<file path="src/rtl/ipc_pkg.sv">
package ipc_pkg;

    localparam int PRIO_W = 8;
    localparam int SRC_W  = 24;
    localparam int WORD_W = PRIO_W + SRC_W;

    typedef logic [PRIO_W-1:0] prio_t;
    typedef logic [SRC_W-1:0]  src_t;

    localparam src_t  IPI_SRC    = src_t'(2);
    localparam prio_t PRIO_LEAST = '1;

    typedef enum logic [1:0] {
        OP_SET_CPPR = 2'd0,
        OP_SET_IPI  = 2'd1,
        OP_ACCEPT   = 2'd2,
        OP_EOI      = 2'd3
    } op_kind_e;

    // pending word: processor priority on top, source number below
    typedef struct packed {
        prio_t cppr;
        src_t  src;
    } pend_word_t;

    typedef struct packed {
        pend_word_t word;
        prio_t      pprio;
        prio_t      mfrr;
        logic       irq;
    } ipc_state_t;

    typedef struct packed {
        logic       rej_v;
        src_t       rej_src;
        logic       resend;
        logic       eoi_v;
        src_t       eoi_src;
        logic       rd_v;
        pend_word_t rd_word;
    } ipc_notify_t;

    function automatic logic beats(prio_t a, prio_t b);
        return a < b;
    endfunction

    function automatic logic slot_busy(src_t s);
        return s != '0;
    endfunction

endpackage

</file>
<file path="src/rtl/ipc_req_arbiter.sv">
module ipc_req_arbiter
    import ipc_pkg::*;
(
    input  pend_word_t word,
    input  prio_t      pprio,
    input  src_t       req_src,
    input  prio_t      req_prio,
    output logic       take,
    output logic       bounce,
    output src_t       bounce_src
);
    logic gated_by_cpu;
    logic gated_by_slot;

    always_comb begin
        gated_by_cpu  = !beats(req_prio, word.cppr);
        gated_by_slot = slot_busy(word.src) && !beats(req_prio, pprio);
        take          = !(gated_by_cpu || gated_by_slot);
        // loser goes back; or the winner pushes the old occupant back
        bounce        = !take || slot_busy(word.src);
        bounce_src    = take ? word.src : req_src;
    end
endmodule

</file>
<file path="src/rtl/ipc_ipi_check.sv">
module ipc_ipi_check
    import ipc_pkg::*;
(
    input  src_t  cur_src,
    input  prio_t pprio,
    input  prio_t mfrr,
    input  prio_t cppr,
    output logic  fire,
    output logic  bump
);
    logic open_gate;
    logic held_off;

    always_comb begin
        open_gate = beats(mfrr, cppr);
        held_off  = slot_busy(cur_src) && !beats(mfrr, pprio);
        fire      = open_gate && !held_off;
        bump      = fire && slot_busy(cur_src);
    end
endmodule

</file>
<file path="src/rtl/ipc_op_engine.sv">
module ipc_op_engine
    import ipc_pkg::*;
(
    input  ipc_state_t       cur,
    input  op_kind_e         kind,
    input  logic [WORD_W-1:0] data,
    output ipc_state_t       nxt,
    output ipc_notify_t      ntf
);
    prio_t new_cppr;
    prio_t sel_mfrr;
    prio_t sel_cppr;
    logic  ipi_fire;
    logic  ipi_bump;
    logic  do_resend;

    always_comb begin
        new_cppr = data[WORD_W-1 -: PRIO_W];
        sel_mfrr = (kind == OP_SET_IPI) ? data[PRIO_W-1:0] : cur.mfrr;
        sel_cppr = (kind == OP_SET_IPI || kind == OP_ACCEPT) ? cur.word.cppr : new_cppr;
    end

    ipc_ipi_check u_ipi (
        .cur_src (cur.word.src),
        .pprio   (cur.pprio),
        .mfrr    (sel_mfrr),
        .cppr    (sel_cppr),
        .fire    (ipi_fire),
        .bump    (ipi_bump)
    );

    always_comb begin
        nxt       = cur;
        ntf       = '0;
        do_resend = 1'b0;
        unique case (kind)
            OP_SET_CPPR: begin
                nxt.word.cppr = new_cppr;
                if (beats(new_cppr, cur.word.cppr)) begin
                    if (slot_busy(cur.word.src) && !beats(cur.pprio, new_cppr)) begin
                        nxt.word.src = '0;
                        nxt.irq      = 1'b0;
                        ntf.rej_v    = 1'b1;
                        ntf.rej_src  = cur.word.src;
                    end
                end else if (!slot_busy(cur.word.src)) begin
                    do_resend = 1'b1;
                end
            end
            OP_SET_IPI: begin
                nxt.mfrr = sel_mfrr;
                if (ipi_fire) begin
                    ntf.rej_v    = ipi_bump;
                    ntf.rej_src  = cur.word.src;
                    nxt.word.src = IPI_SRC;
                    nxt.pprio    = sel_mfrr;
                    nxt.irq      = 1'b1;
                end
            end
            OP_ACCEPT: begin
                ntf.rd_v      = 1'b1;
                ntf.rd_word   = cur.word;
                nxt.word.cppr = cur.pprio;
                nxt.word.src  = '0;
                nxt.irq       = 1'b0;
            end
            OP_EOI: begin
                nxt.word.cppr = new_cppr;
                ntf.eoi_v     = 1'b1;
                ntf.eoi_src   = data[SRC_W-1:0];
                do_resend     = !slot_busy(cur.word.src);
            end
            default: ;
        endcase
        // resend only runs with an empty slot, so the IPI check never bumps here
        if (do_resend) begin
            ntf.resend = 1'b1;
            if (ipi_fire) begin
                nxt.word.src = IPI_SRC;
                nxt.pprio    = sel_mfrr;
                nxt.irq      = 1'b1;
            end
        end
    end
endmodule

</file>
<file path="src/rtl/intr_present_ctrl.sv">
module intr_present_ctrl
    import ipc_pkg::*;
(
    input  logic        clk,
    input  logic        rst,
    input  logic        req_valid,
    output logic        req_ready,
    input  logic [23:0] req_src,
    input  logic [7:0]  req_prio,
    input  logic        op_valid,
    input  logic [1:0]  op_kind,
    input  logic [31:0] op_data,
    output logic        rd_valid,
    output logic [31:0] rd_data,
    output logic        rej_valid,
    output logic [23:0] rej_src,
    output logic        resend_req,
    output logic        eoi_valid,
    output logic [23:0] eoi_src,
    output logic        irq_out
);
    ipc_state_t  state_q, state_d, eng_state;
    ipc_notify_t ntf_q, ntf_d, eng_ntf;
    logic        arb_take, arb_bounce;
    src_t        arb_bounce_src;

    ipc_req_arbiter u_arb (
        .word       (state_q.word),
        .pprio      (state_q.pprio),
        .req_src    (req_src),
        .req_prio   (req_prio),
        .take       (arb_take),
        .bounce     (arb_bounce),
        .bounce_src (arb_bounce_src)
    );

    ipc_op_engine u_eng (
        .cur  (state_q),
        .kind (op_kind_e'(op_kind)),
        .data (op_data),
        .nxt  (eng_state),
        .ntf  (eng_ntf)
    );

    assign req_ready = !op_valid;

    always_comb begin
        state_d = state_q;
        ntf_d   = '0;
        if (op_valid) begin
            state_d = eng_state;
            ntf_d   = eng_ntf;
        end else if (req_valid) begin
            if (arb_take) begin
                state_d.word.src = req_src;
                state_d.pprio    = req_prio;
                state_d.irq      = 1'b1;
            end
            ntf_d.rej_v   = arb_bounce;
            ntf_d.rej_src = arb_bounce_src;
        end
    end

    always_ff @(posedge clk) begin
        if (rst) begin
            state_q.word  <= '0;
            state_q.pprio <= '0;
            state_q.mfrr  <= PRIO_LEAST;
            state_q.irq   <= 1'b0;
            ntf_q         <= '0;
        end else begin
            state_q <= state_d;
            ntf_q   <= ntf_d;
        end
    end

    assign irq_out    = state_q.irq;
    assign rd_valid   = ntf_q.rd_v;
    assign rd_data    = ntf_q.rd_word;
    assign rej_valid  = ntf_q.rej_v;
    assign rej_src    = ntf_q.rej_src;
    assign resend_req = ntf_q.resend;
    assign eoi_valid  = ntf_q.eoi_v;
    assign eoi_src    = ntf_q.eoi_src;

    AST_IRQ_TRACKS_SLOT: assert property (@(posedge clk) disable iff (rst)
        irq_out == (state_q.word.src != '0));
    AST_REJECT_NAMES_SOURCE: assert property (@(posedge clk) disable iff (rst)
        rej_valid |-> rej_src != '0);
    AST_ACCEPT_RETURNS_WORD: assert property (@(posedge clk) disable iff (rst)
        (op_valid && op_kind == OP_ACCEPT) |=> (rd_valid && !irq_out && rd_data == $past(state_q.word)));
    AST_OP_BEATS_REQ: assert property (@(posedge clk) disable iff (rst)
        (op_valid && req_valid && op_kind == OP_ACCEPT) |=> !irq_out);
    AST_IPI_PRIO_STORED: assert property (@(posedge clk) disable iff (rst)
        (op_valid && op_kind == OP_SET_IPI) |=> state_q.mfrr == $past(op_data[7:0]));
    AST_EOI_ECHOES: assert property (@(posedge clk) disable iff (rst)
        (op_valid && op_kind == OP_EOI) |=> (eoi_valid && eoi_src == $past(op_data[23:0])));
    AST_EOI_SETS_CPPR: assert property (@(posedge clk) disable iff (rst)
        (op_valid && op_kind == OP_EOI) |=> state_q.word.cppr == $past(op_data[31:24]));
endmodule

</file>
<file path="config.mk">
export PLATFORM = sky130hd
export DESIGN_NAME = intr_present_ctrl
export DESIGN_NICKNAME = d
export VERILOG_FILES = /design/src/rtl/ipc_pkg.sv /design/src/rtl/ipc_req_arbiter.sv /design/src/rtl/ipc_ipi_check.sv /design/src/rtl/ipc_op_engine.sv /design/src/rtl/intr_present_ctrl.sv
export SDC_FILE = /design/constraint.sdc
export NUM_CORES = 1
export LEC_CHECK = 0
export BUFFER_PORTS_ARGS = -buffer_cell sky130_fd_sc_hd__buf_2
export CAP_MARGIN = 20
export CORE_MARGIN = 2
export CORE_UTILIZATION = 52
export CTS_CLUSTER_SIZE = 16
export DETAILED_ROUTE_END_ITERATION = 10
export PLACE_DENSITY = 0.83
export SLEW_MARGIN = 20
export SYNTH_ARGS = -nofsm -noshare
export SYNTH_HDL_FRONTEND = slang
export SYNTH_SLANG_ARGS = --single-unit
</file>
<file path="constraint.sdc">
create_clock -name clk -period 5 [get_ports clk]
set_input_delay 1 -clock clk [delete_from_list [all_inputs] [get_ports clk]]
set_output_delay 1 -clock clk [all_outputs]
set_load 0.05 [all_outputs]
</file>
Word-level counts from Yosys, hierarchy flattened:

Cells that the tools add are included.

* order comparisons: 6
* equality and inequality tests: 4
* multiplexer cells: 35
* bitwise logic cells: 3
* reduce and logical (&&, ||, !) cells: 26

Operator list (count)
* $mux W32: 6
* $mux W25: 6
* $mux W24: 3
* $pmux W24 S3: 1
* $pmux W25 S2: 1
* $lt A8 B8 Y1: 6
* $mux W33: 1
* $reduce_bool A24 Y1: 1
* $mux W16: 1
* $mux W8: 2
* $pmux W8 S2: 1
* $mux W1: 11
* $logic_not A1 Y1: 7
* $reduce_and A2 Y1: 3
* $reduce_or A3 Y1: 2
* $logic_and A1 B1 Y1: 5
* $eq A2 B2 Y1 const B: 2
* $reduce_bool A2 Y1: 2
* $reduce_or A2 Y1: 2
* $logic_or A1 B1 Y1: 3
* $not A1 Y1: 3
* $pmux W1 S3: 1
* $eq A2 B1 Y1 const B: 1
* $logic_not A2 Y1: 1
* 2 further kinds: 2

* register bits: 133
* input bits: 70
* logic and storage cells: 87

Logic depth before layout (Yosys ltp):

Gate-level depths: netlist of run 1.

* word-level depth: 12
* depth in mapped cells: 15
* gate-level depth less buffers: 11

Cells and area by module:

Synthesis of run 1 repeated with hierarchy kept, for this count alone.

* cells, all modules: 848
* area total of the unflattened synthesis: 7792.5 um^2

By module, submodules not included
* intr_present_ctrl: instances 1, cells each 424, area each 4783.3 um^2, seq. area each 2662.6 um^2
* ipc_op_engine: instances 1, cells each 278, area each 1803.0 um^2, seq. area each 0.0 um^2
* ipc_req_arbiter: instances 1, cells each 88, area each 787.0 um^2, seq. area each 0.0 um^2
* ipc_ipi_check: instances 1, cells each 58, area each 419.2 um^2, seq. area each 0.0 um^2

Worst setup path before layout of run 1:

OpenSTA, ideal clock, no wires.

* kind: input to register
* from: input port op_kind[1]
* to: register, netlist name state_q[10]
* library setup time: 0.122 ns
* arrival: 4.004 ns
* setup slack: 0.874 ns
* stages: 14
* buffers on the path: 3
* cell sequence: inv_1 ha_1 buf_6 clkbuf_1 clkbuf_1 mux2_2 ha_1 o211ai_1 a311oi_1 or3_1 a21oi_2 o21ai_2 o211a_1 a221o_1

* word-level cells in the longest chain between the ends: 12
* elaborated cells between the ends (all ways): 19
* classes of those cells: order compare: 2; eq/ne: 3; mux: 8; reduce/logical: 6

Ends and longest elaborated chain
* start, declared: line intr_present_ctrl.sv:11 `input logic [1:0] op_kind,`
* $eq A2 B1 Y1: line ipc_op_engine.sv:19, ipc_op_engine.sv:20, ipc_op_engine.sv:36
* $mux W8: line ipc_op_engine.sv:19 `sel_mfrr = (kind == OP_SET_IPI) ? data[PRIO_W-1:0] : cur.mfrr;`
* $lt A8 B8 Y1: line ipc_pkg.sv:44 `return a < b;`
* $logic_not A1 Y1: line ipc_ipi_check.sv:16 `held_off = slot_busy(cur_src) && !beats(mfrr, pprio);`
* $logic_and A1 B1 Y1: line ipc_ipi_check.sv:16
* $logic_not A1 Y1: line ipc_ipi_check.sv:17 `fire = open_gate && !held_off;`
* $logic_and A1 B1 Y1: line ipc_ipi_check.sv:17
* $mux W32: line ipc_op_engine.sv:52 `if (ipi_fire) begin`
* $mux W16: line ipc_op_engine.sv:36 `unique case (kind)`
* $mux W32: line ipc_op_engine.sv:78 `if (ipi_fire) begin`
* $mux W32 *: line ipc_op_engine.sv:76 `if (do_resend) begin`
* $mux W32 *: line intr_present_ctrl.sv:50 `if (op_valid) begin`

Mark *: on every way between the ends. The rest lies on a longest branch, timed or not.
A chain may end at the register's enable or synchronous reset.

Final worst setup path of run 1:

* from: input port op_kind[1]
* to: register, netlist name state_q[33]

* word-level cells in the longest chain between the ends: 12
* elaborated cells between the ends (all ways): 19
* classes of those cells: order compare: 2; eq/ne: 3; mux: 8; reduce/logical: 6

Ends and longest elaborated chain
* $eq A2 B1 Y1 *: line ipc_op_engine.sv:19
* $mux W8 *: line ipc_op_engine.sv:19
* net u_eng.sel_mfrr[7]: line ipc_op_engine.sv:11 `prio_t sel_mfrr;`
* $lt A8 B8 Y1: line ipc_pkg.sv:44
* $logic_not A1 Y1: line ipc_ipi_check.sv:16
* $logic_and A1 B1 Y1: line ipc_ipi_check.sv:16
* $logic_not A1 Y1: line ipc_ipi_check.sv:17
* $logic_and A1 B1 Y1 *: line ipc_ipi_check.sv:17
* $mux W32: line ipc_op_engine.sv:52
* $pmux W24 S3: line ipc_op_engine.sv:36
* $mux W32: line ipc_op_engine.sv:78
* $mux W32 *: line ipc_op_engine.sv:76
* $mux W32 *: line intr_present_ctrl.sv:50

Mark *: on every way through the listed nets, which the timed path passes. The rest lies on a longest branch.

==> metrics.md, run 1 <==
| Metric | Value |
|---|---|
| Placed standard-cell area | 6610 µm² |
| Count of final setup violators | 0 |
| Vias in the first global route | ~4,700 |
| Worst hold path type | register to register |
| Critical path's largest stage delay | 0.78 ns |
| Primary flip-flop cell chosen by synthesis mapping | sky130_fd_sc_hd__dfxtp_1 |
| Least-Margin Pin Slew | 1.02 ns |
| Launch point of the worst hold path | state_q[3]$_SDFFE_PP1P_ |
| Gr usage total | ~26% |
| Skew-Pair Late Insertion Delay | 0.52 ns |
| Static power due to leakage | approximately 3.6 nW |
| Worst setup EP type | register |
| Clock tree skew after final layout | 0.00983 ns |
| Worst path cell trace | buf_2, inv_1, ha_1, mux2_2, ha_1, nand4_1, a311oi_1, or3_1, a21oi_2, a31o_2, a31oi_2, a32o_1 |
| Slowest cell on the critical path | sky130_fd_sc_hd__a31oi_2 |
| Area fraction of the dominant cell type after synthesis | 46.5% |
| Number of buffers added by the clock tree synthesis step | 17 |
| Crit path max-delay family | compound AO/OA/AOI/OAI gates |
| Startpoint Class | primary input |
| Post-CTS resize count | 0 |
| Number of flops mapped to enable cells by yosys | 0 |
| Power density over the cells | 390 nW/µm² |
| CP Data Arrival Time | 4.69 ns |
| Number of clock sinks seen by CTS | 133 |
| FP Rows | 38 |
| Post-detailed-routing wire length | 15,200 µm |
| Required time at the endpoint of the critical path | 5.46 ns |
| Power consumption | 2.79 mW |
| Detailed-router iteration count before antenna repair | 5 |
| Most frequent cells in the layout | 155 x sky130_fd_sc_hd__buf_2, 133 x sky130_fd_sc_hd__dfxtp_1, 60 x sky130_fd_sc_hd__and3_1 |
| Critical path start-end classification | primary input to register |
| Vias | 4,918 |
| Status | finished, final reports clean |
| Max Cap Viol | 0 |
| Core ar. | 10,800 µm² |
| Final HPWL from detailed placement | between 10,000 and 15,000 µm |
| H-tree levels | 4 |
| Syn. warnings | 0 |
| Post-route ant nets | 0 |
| Largest net degree at the start of global routing | 58 |
| Net count, final | 817 |
| Cell repeated most along the worst path | sky130_fd_sc_hd__ha_1 |
| Cells after Synth | 553 |
| Commonest non-fill, non-tap cell in the layout | sky130_fd_sc_hd__buf_2 |
| Post-route cell area | between 7000 and 8000 µm² |
| Cell chosen for the clock root | sky130_fd_sc_hd__clkbuf_8 |
| DIE AREA | between 10,000 and 15,000 µm² |
| Post-synthesis sequential area ratio | 46.5% |
| Number of nets in the synthesized netlist | 669 |
| IR drop worst, VDD | 0.216 mV |
| Clock tree from TritonCTS | yes |
| Number of buffers and inverters on the critical path | 2 |
| Setup repair after global routing missed its margin | no |
| Post-synthesis to final-layout area growth | 25.3% |
| Cell taking the most area after synthesis | sky130_fd_sc_hd__dfxtp_1 |
| Launch point of the worst reg-to-reg path | state_q[10]$_SDFFE_PP0P_ |
| Synthesized area per cell | 10.4 µm² |
| Synth Cell Area | around 5700 µm² |
| Cell types with the largest area share after synthesis | sky130_fd_sc_hd__dfxtp_1 46%, sky130_fd_sc_hd__ha_1 10%, sky130_fd_sc_hd__and3_1 6.6%, sky130_fd_sc_hd__mux2i_1 3.8%, sky130_fd_sc_hd__a22o_1 3.7% |
| Proportion of layout cells with a drive suffix above 1 | about 31% |
| Final critical-path required period | roughly 4.2 ns |
| Die Y-Extent | between 100 and 150 µm |
| Buffers from clock root to sink, at most | 2 |
| I/O pin count | 156 |
| R2r setup slk | approximately 1.9 ns |
| Number of hold buffers added after cts | 0 |
| Clock-pin slew reported for the worst setup and hold paths after clock tree synthesis | 0.07 ns |
| Fmax | 0.236 GHz |
| Critical Path Source | op_kind[1] |
| Number of max-slew violations in the final report | 0 |
| Async SR Flop Fraction | 0% |
| Unique masters post-synth | 60 |
| Final RePlAce weighted congestion | 0.914 |
| DRC marker count from the first detailed-route iteration | 360 |
| Setup WS pre-CTS | about 0.28 ns |
| Initial core utilization | between 50 and 60% |
| Number of antenna violations at the first check in global routing | 0 |
| Final hold violation count | 0 |
| Total of flip-flops plus latches after synthesis | roughly 130 |
| Max transition margin | 32.1% |
| Wire length of the first global-routing pass | 23,400 µm |
| Final Hold Slack | 0.470 ns |
| Final worst path period share | 84.6% |
| Post-route setup TNS | 0 ns |
| Width of the chip | 109 µm |
| Final critical-path setup slack | 0.770 ns |
| Per-cell via count in the routed design | 5.76 |
| Average wire per cell in the routed design | around 18 µm |
| Final routed DRC violation total | 0 |
| Number of input and output port buffers inserted | 155 |
| Worst-path fanout max | 23 |
| Number of buffers inserted by post-CTS setup repair | 0 |
| Antenna Diode Count | 0 |
| Total grt overflow | 0 |
==> synthesized netlist by cell type (2+ instances only) <==
library cell / count
sky130_fd_sc_hd__a32o_1: 13
sky130_fd_sc_hd__o211a_1: 3
sky130_fd_sc_hd__nor3_1: 2
sky130_fd_sc_hd__nand2_1: 12
sky130_fd_sc_hd__a21o_1: 5
sky130_fd_sc_hd__o221a_2: 6
sky130_fd_sc_hd__a221o_1: 3
sky130_fd_sc_hd__o31a_1: 5
sky130_fd_sc_hd__nand3_1: 19
sky130_fd_sc_hd__inv_1: 30
sky130_fd_sc_hd__a211o_1: 2
sky130_fd_sc_hd__ha_1: 46
sky130_fd_sc_hd__mux2i_1: 22
sky130_fd_sc_hd__nand2b_1: 6
sky130_fd_sc_hd__buf_4: 2
sky130_fd_sc_hd__mux2_2: 8
sky130_fd_sc_hd__o211ai_1: 5
sky130_fd_sc_hd__o2111ai_1: 3
sky130_fd_sc_hd__a21oi_1: 20
sky130_fd_sc_hd__and3_1: 60
sky130_fd_sc_hd__clkbuf_1: 27
sky130_fd_sc_hd__o21ai_0: 19
sky130_fd_sc_hd__o21ai_1: 2
sky130_fd_sc_hd__or3_1: 2
sky130_fd_sc_hd__a211oi_1: 5
sky130_fd_sc_hd__nand4_1: 3
sky130_fd_sc_hd__o21a_1: 4
sky130_fd_sc_hd__and4_1: 2
sky130_fd_sc_hd__nor4_1: 6
sky130_fd_sc_hd__and2_1: 5
sky130_fd_sc_hd__nor2b_1: 10
sky130_fd_sc_hd__nor2_1: 12
sky130_fd_sc_hd__a22o_1: 24
sky130_fd_sc_hd__dfxtp_1: 133
sky130_fd_sc_hd__buf_2: 2
==> path summary, 6_finish.rpt <==
kind | end | depth (start not counted)
worst max-delay path | state_q[33]$_SDFFE_PP0P_ | 12
worst min-delay path | state_q[3]$_SDFFE_PP1P_ | 2
worst max register to register | rej_src[2]$_SDFF_PP0_ | 9
worst min register to register | state_q[3]$_SDFFE_PP1P_ | 2
==> worst register-to-register path: stages (launching register included) <==
cell and delay [ns]:
sky130_fd_sc_hd__dfxtp_1 0.42, sky130_fd_sc_hd__inv_1 0.11, sky130_fd_sc_hd__ha_1 0.28, sky130_fd_sc_hd__a21o_1 0.16, sky130_fd_sc_hd__a211oi_1 0.42, sky130_fd_sc_hd__o21ai_0 0.23
sky130_fd_sc_hd__a211oi_2 0.24, sky130_fd_sc_hd__buf_4 0.28, sky130_fd_sc_hd__a21o_1 0.69, sky130_fd_sc_hd__a22o_1 0.24
==> stage by stage <==
stage               util (%)  instances
detailed placement      61.2        822
global placement        61.2        822
floorplan                  -        553
finish                  66.5        854
CTS                     66.5        854
global route            66.5        854
==> final cells by class <==
class | instances | area (µm²)
timing repair buffer | 162 | 828
clock inverter | 14 | 141
sequential | 133 | 2660
tap | 140 | 175
multi-input combinational | 357 | 2830
fill | 867 | 3620
clock buffer | 18 | 428
inverter | 30 | 113
==> power breakdown <==
| group | leakage (nW) | internal, mW | switching, mW |
|---|---|---|---|
| registers | 1.08 | 1.10 | 0.0350 |
| logic | 2.26 | 0.175 | 0.289 |
| clock network | 0.273 | 0.687 | 0.507 |
| total | 3.61 | 1.96 | 0.831 |
==> kinds of logic after synthesis <==
family,synth area share (%)
compound gates,18.9
fa+ha+maj,10.1
buf+inv,4.44
flops,46.5
mux,5.68
simple gates,14.5
==> per-layer routing <==
metal	vias to the layer above	track usage (%)	part of all wire [%]
li1	2357	-	-
met1	2335	33.3	45
met2	198	41.4	47
met3	28	5.08	6.6
met4	0	10.9	2.0
met5	-	0	0
==> registers in the layout (all words and copies together) (netlist names) <==
| signal | cells |
|---|---|
| rej_valid | 1 |
| state_q | 48 |
| rd_valid | 1 |
| resend_req | 1 |
| eoi_src | 24 |
| eoi_valid | 1 |
| irq_out | 1 |
| rej_src | 24 |
| rd_data | 32 |
Note: power is estimated with default switching activity, not from simulation.
==> run 2: changes to the inputs <==
- clock period: 5 -> 4.35 ns (I/O delays scaled with it)
==> run 2 against run 1 <==
Against the previous run:
- register-to-register slack got worse by 0.54 ns
- design area rose by 0.44%
- critical path depth did not move
- clock power rose by 16%
- sequential power rose by 15%
- setup slack got worse by 0.16 ns
- clock-buffer cell count rose by 3
- wire length rose by 1.7%
- final cell count rose by 0.35%
- combinational power rose by 16%
- die area did not move
- critical path type unchanged
- flip-flop and latch count did not move
==> metrics.md, run 2 (same netlist as run 1, synthesis figures left out) <==
| Metric | Value |
|---|---|
| Clock-pin slew reported for the worst setup and hold paths after clock tree synthesis | 0.06 ns |
| Worst path cell trace | buf_2, inv_1, ha_1, mux2_2, ha_1, a21oi_1, o21ai_0, or3_1, a21oi_2, o21ai_2, o211a_1, a221o_1 |
| Critical path start-end classification | primary input to register |
| Detailed-router iteration count before antenna repair | 5 |
| Worst setup EP type | register |
| Count of final setup violators | 0 |
| Final worst path period share | approximately 86% |
| Hold Crit Depth | 2 |
| Average wire per cell in the routed design | 18.0 µm |
| CP Data Arrival Time | ~4.1 ns |
| Startpoint Class | primary input |
| Clock tree from TritonCTS | yes |
| Total grt overflow | 0 |
| Post-route setup TNS | 0 ns |
| Static power due to leakage | 3.64 nW |
| Wire length of the first global-routing pass | between 20,000 and 25,000 µm |
| Gr usage total | between 20% and 30% |
| Width of the chip | 109 µm |
| Proportion of layout cells with a drive suffix above 1 | 31.1% |
| IR drop worst, VDD | 0.326 mV |
| Number of max-slew violations in the final report | 0 |
| Cell repeated most along the worst path | sky130_fd_sc_hd__ha_1 |
| Fmax | 0.267 GHz |
| Number of buffers and inverters on the critical path | 2 |
| Max Cap Viol | 0 |
| Depth of the critical timing path with buffers and inverters included | 12 |
| Fillers | 819 |
| DRC marker count from the first detailed-route iteration | 362 |
| Flip-flop count of the largest register, all copies and words added | 48 |
| Net count, final | 821 |
| Per-cell via count in the routed design | around 5.8 |
| Power density over the cells | 448 nW/µm² |
| Commonest non-fill, non-tap cell in the layout | sky130_fd_sc_hd__buf_2 |
| Number of buffers added by the clock tree synthesis step | 17 |
| Final critical-path required period | 3.74 ns |
| Vias | 4,953 |
| Number of hold buffers added after cts | 0 |
| Final HPWL from detailed placement | 11,200 µm |
| Worst-path fanout max | 18 |
| FP Rows | 38 |
| Number of clock sinks seen by CTS | 133 |
| Final routed DRC violation total | 0 |
| Number of buffers inserted by post-CTS setup repair | 0 |
| Number of input and output port buffers inserted | between 150 and 200 |
| DIE AREA | ~12,000 µm² |
| Die Y-Extent | 109 µm |
| H-tree levels | 4 |
| Antenna Diode Count | 0 |
| Buffers from clock root to sink, at most | 2 |
| Post-route ant nets | 0 |
| Cell chosen for the clock root | sky130_fd_sc_hd__clkbuf_8 |
| Final RePlAce weighted congestion | slightly below 0.9 |
| Final hold violation count | 0 |
| Required time at the endpoint of the critical path | approximately 4.8 ns |
| Worst hold path type | register to register |
| Least-Margin Pin Slew | a little under 1 ns |
| Critical path's largest stage delay | around 0.62 ns |
| Setup repair after global routing missed its margin | no |
| Number of antenna violations at the first check in global routing | 0 |
| Max transition margin | 35.4% |
| Clock tree skew after final layout | around 0.0086 ns |
| Vias in the first global route | 4,827 |
| Most frequent cells in the layout | 155 x sky130_fd_sc_hd__buf_2, 133 x sky130_fd_sc_hd__dfxtp_1, 60 x sky130_fd_sc_hd__and3_1 |
| Largest register by flop count | state_q |
| Logic depth of the worst register-to-register path | 9 |
| Crit path max-delay family | compound AO/OA/AOI/OAI gates |
| Core ar. | 10,800 µm² |
| Status | finished, final reports clean |
| Initial core utilization | a little over half |
| Post-route cell area | 7210 µm² |
| Post-detailed-routing wire length | 15,400 µm |
| Skew-Pair Late Insertion Delay | 0.52 ns |
| Post-CTS resize count | 0 |
| Largest net degree at the start of global routing | 34 |
| Post-synthesis to final-layout area growth | 25.8% |
| I/O pin count | roughly 160 |
| Slowest cell on the critical path | sky130_fd_sc_hd__ha_1 |
| Placed standard-cell area | 6640 µm² |
## run 2: cell count changes in the layout (fill, tap and decap cells not counted), sizes merged
cell	previous run	this run
buf	162	166
clkinv	3	4
clkbuf	18	21
inv	37	33
bufinv	1	2
clkinvlp	3	1
## run 2: area by class of cell
cell class | count | area (µm²) | share of cell area (%)
Timing Repair Buffer | 166 | 858 | 11.9
Tap cell | 140 | 175 | 2.43
Multi-Input combinational cell | 357 | 2830 | 39.2
Clock buffer | 21 | 449 | 6.23
Sequential cell | 133 | 2660 | 37.0
Clock inverter | 10 | 121 | 1.68
Inverter | 30 | 113 | 1.56
## run 2: metrics by stage
stage | setup WS, ns | hold WS, ns | utilization (%) | cells | power (mW)
detailed placement | 0.131 | 0.460 | 61.5 | 826 | 1.86
floorplan | 0.354 | 0.437 | - | 553 | 1.69
global placement | 0.208 | 0.449 | 61.5 | 826 | 1.84
finish | 0.610 | 0.477 | 66.8 | 857 | 3.23
CTS | 0.660 | 0.476 | 66.8 | 857 | 3.23
global route | 0.419 | 0.489 | 66.8 | 857 | 3.35
## run 2: path summary, 6_finish.rpt
check	start	endpoint	slack (ns)
max	op_kind[1]	state_q[14]$_SDFFE_PP0P_	0.61
min	state_q[5]$_SDFFE_PP1P_	state_q[5]$_SDFFE_PP1P_	0.48
max reg2reg	state_q[48]$_SDFFE_PP0P_	state_q[14]$_SDFFE_PP0P_	1.33
min reg2reg	state_q[5]$_SDFFE_PP1P_	state_q[5]$_SDFFE_PP1P_	0.48
## run 2: power by group
part	switching [mW]	total (mW)	internal, mW
combinational	0.336	0.540	0.204
sequential	0.0399	1.31	1.27
clock	0.535	1.38	0.848
## run 2: worst min-delay path: stages, from the launching register on
cell                      delay [ns]
sky130_fd_sc_hd__dfxtp_1        0.31
sky130_fd_sc_hd__nand2_1        0.05
sky130_fd_sc_hd__nand3_1        0.06
## run 2: layer usage
metal | routed length, µm | GRT usage [%]
met5 | 0 | 0
met4 | 382 | 10.3
met3 | 1250 | 5.86
met2 | 7310 | 43.5
met1 | 6500 | 32.9
==> run 3: changes to the inputs <==
- CORE_UTILIZATION: 52 -> 35
- GPL_TIMING_DRIVEN: not set -> 0
- PLACE_DENSITY: 0.83 -> 0.61
==> run 3 against run 2 <==
Against the previous run:
- clock skew down 0.0037 ns
- critical path depth rose by 3
- via count up 1.5%
- wire length is 12% higher
- design area is 2.3% higher
- fmax fell by 11%
- first-iteration DRC count increased by 3.6%
- final cell count is 11% higher
- register-to-register slack got worse by 0.06 ns
==> metrics.md, run 3 (same netlist as run 1, synthesis figures left out) <==
| Metric | Value |
|---|---|
| Number of buffers and inverters on the critical path | 5 |
| H-tree levels | 4 |
| Required time at the endpoint of the critical path | 4.71 ns |
| Worst-path fanout max | 10 |
| Post-detailed-routing wire length | 17,400 µm |
| Crit path max-delay family | buffers and inverters |
| Final routed DRC violation total | 0 |
| FP Rows | 46 |
| Proportion of layout cells with a drive suffix above 1 | 29.1% |
| Vias in the first global route | 5,200 |
| Post-synthesis to final-layout area growth | 28.8% |
| Cell repeated most along the worst path | sky130_fd_sc_hd__ha_1 |
| Average wire per cell in the routed design | around 18 µm |
| Final worst path period share | 96.1% |
| Final hold violation count | 0 |
| Largest register by flop count | state_q |
| Vias | 5,025 |
| R2r setup slk | between 1 and 1.5 ns |
| Final critical-path required period | 4.18 ns |
| Die Y-Extent | 132 µm |
| DIE AREA | between 15,000 and 20,000 µm² |
| Slowest cell on the critical path | sky130_fd_sc_hd__nor3_1 |
| Skew-Pair Late Insertion Delay | 0.42 ns |
| Gr usage total | between 20% and 30% |
| Number of antenna violations at the first check in global routing | 2 |
| Clock tree skew after final layout | ~0.0049 ns |
| Detailed-router iteration count before antenna repair | 5 |
| Status | finished, final reports clean |
| Logic depth of the worst register-to-register path | 9 |
| Final HPWL from detailed placement | about 13,000 µm |
| Startpoint Class | primary input |
| Fmax | 0.239 GHz |
| Hold Crit Depth | 2 |
| Clock-pin slew reported for the worst setup and hold paths after clock tree synthesis | approximately 0.060 ns |
| Final RePlAce weighted congestion | 0.866 |
| Per-cell via count in the routed design | 5.27 |
| Max Cap Viol | 0 |
| Fillers | around 1,500 |
| Flip-flop count of the largest register, all copies and words added | 48 |
| Power density over the cells | 452 nW/µm² |
| IR drop worst, VDD | 0.262 mV |
| Buffers from clock root to sink, at most | 2 |
| Core ar. | 15,900 µm² |
| CP Data Arrival Time | 4.54 ns |
| DRC marker count from the first detailed-route iteration | 375 |
| Net count, final | 842 |
| Number of clock sinks seen by CTS | 133 |
| Hold path endpoint | state_q[5]$_SDFFE_PP1P_ |
| Critical path start-end classification | primary input to register |
| I/O pin count | 156 |
| Worst hold path type | register to register |
| Initial core utilization | 35.9% |
| Final Hold Slack | 0.467 ns |
| Worst setup EP type | register |
| Post-route ant nets | 0 |
| Setup repair after global routing missed its margin | no |
| Number of buffers inserted by post-CTS setup repair | 0 |
| Number of input and output port buffers inserted | 154 |
| Antenna Diode Count | 0 |
| Least-Margin Pin Slew | around 0.7 ns |
| Max transition margin | around 54% |
| Clock tree from TritonCTS | yes |
| Largest net degree at the start of global routing | 17 |
| Launch point of the worst reg-to-reg path | state_q[48]$_SDFFE_PP0P_ |
| Critical path's largest stage delay | ~0.51 ns |
| Number of buffers added by the clock tree synthesis step | 17 |
| Worst path cell trace | buf_2, inv_1, ha_1, buf_6, clkbuf_2, clkbuf_1, mux2_2, ha_1, o211ai_1, a311oi_1, or3_1, a21oi_2, o21ai_2, nor3_1, a221o_1 |
| Number of max-slew violations in the final report | 0 |
| Commonest non-fill, non-tap cell in the layout | sky130_fd_sc_hd__buf_2 |
| Cell chosen for the clock root | sky130_fd_sc_hd__clkbuf_16 |
| Worst r2r dst | state_q[10]$_SDFFE_PP0P_ |
| Total grt overflow | 0 |
| Wire length of the first global-routing pass | 27,500 µm |
| Count of final setup violators | 0 |
| Power consumption | between 3 and 4 mW |
| Launch point of the worst hold path | state_q[5]$_SDFFE_PP1P_ |
| Width of the chip | 132 µm |
| Most frequent cells in the layout | 156 x sky130_fd_sc_hd__buf_2, 133 x sky130_fd_sc_hd__dfxtp_1, 60 x sky130_fd_sc_hd__and3_1 |
| Depth of the critical timing path with buffers and inverters included | 15 |
| Static power due to leakage | 3.65 nW |
## run 3: layout make-up
cell class                 instances  area [µm²]  area share (%)
multi-input combinational        357        2810            38.1
sequential                       133        2660            36.1
timing repair buffer             154         771            10.5
clock buffer                      20         457            6.19
tap                              216         270            3.66
clock inverter                    11         149            2.02
buffer                            33         143            1.93
inverter                          30         113            1.53
## run 3: per-stage QoR
| step | setup slack (ns) | std cells | setup TNS (ns) | area, µm² | utilization (%) |
|---|---|---|---|---|---|
| floorplan | 0.354 | 553 | 0 | 5730 | - |
| global placement | -0.324 | 923 | -13.98 | 6770 | 42.5 |
| detailed placement | -0.454 | 923 | -21.82 | 6770 | 42.5 |
| CTS | 0.216 | 954 | 0 | 7370 | 46.3 |
| global route | 0.0101 | 954 | 0 | 7370 | 46.3 |
| finish | 0.168 | 954 | 0 | 7370 | 46.3 |
## run 3: worst reg2reg max path, cell delays in order, from the launching register on
cell,delay (ns)
sky130_fd_sc_hd__dfxtp_1,0.42
sky130_fd_sc_hd__inv_1,0.10
sky130_fd_sc_hd__ha_1,0.30
sky130_fd_sc_hd__and3_1,0.23
sky130_fd_sc_hd__o211ai_1,0.10
sky130_fd_sc_hd__or3_1,0.36
sky130_fd_sc_hd__a211oi_1,0.52
sky130_fd_sc_hd__o21ai_2,0.23
sky130_fd_sc_hd__nor3_1,0.51
sky130_fd_sc_hd__a221o_1,0.25
## run 3: routing by layer
layer | track usage (%) | vias up | part of all wire [%]
li1 | - | 2415 | -
met1 | 25.5 | 2406 | 46
met2 | 33.3 | 168 | 47
met3 | 4.54 | 34 | 4.5
met4 | 8.82 | 2 | 2.6
met5 | 0 | - | 0.075
## run 3: worst max-delay path by stage
| stage | from | to |
|---|---|---|
| after floorplan | op_kind[1] | state_q[10]$_SDFFE_PP0P_ |
| after global placement | op_kind[1] | rej_src[19]$_SDFF_PP0_ |
| after detailed placement | op_kind[1] | state_q[39]$_SDFFE_PP0P_ |
| after CTS | op_kind[1] | rej_src[22]$_SDFF_PP0_ |
| after global routing | op_kind[1] | rej_src[22]$_SDFF_PP0_ |
| final | op_kind[1] | state_q[10]$_SDFFE_PP0P_ |
## run 3: repair_timing
item / in CTS / in global routing
hold buffers: 0 / 0
setup endpoints to repair: 9 / 0
gates resized for setup: 1 / 0
## run 3: power breakdown
part / internal (mW) / switching (mW) / total, mW / leakage [nW]
Combinational: 0.203 / 0.343 / 0.546 / 2.28
Sequential: 1.27 / 0.0420 / 1.31 / 1.08
Clock: 0.930 / 0.548 / 1.48 / 0.289
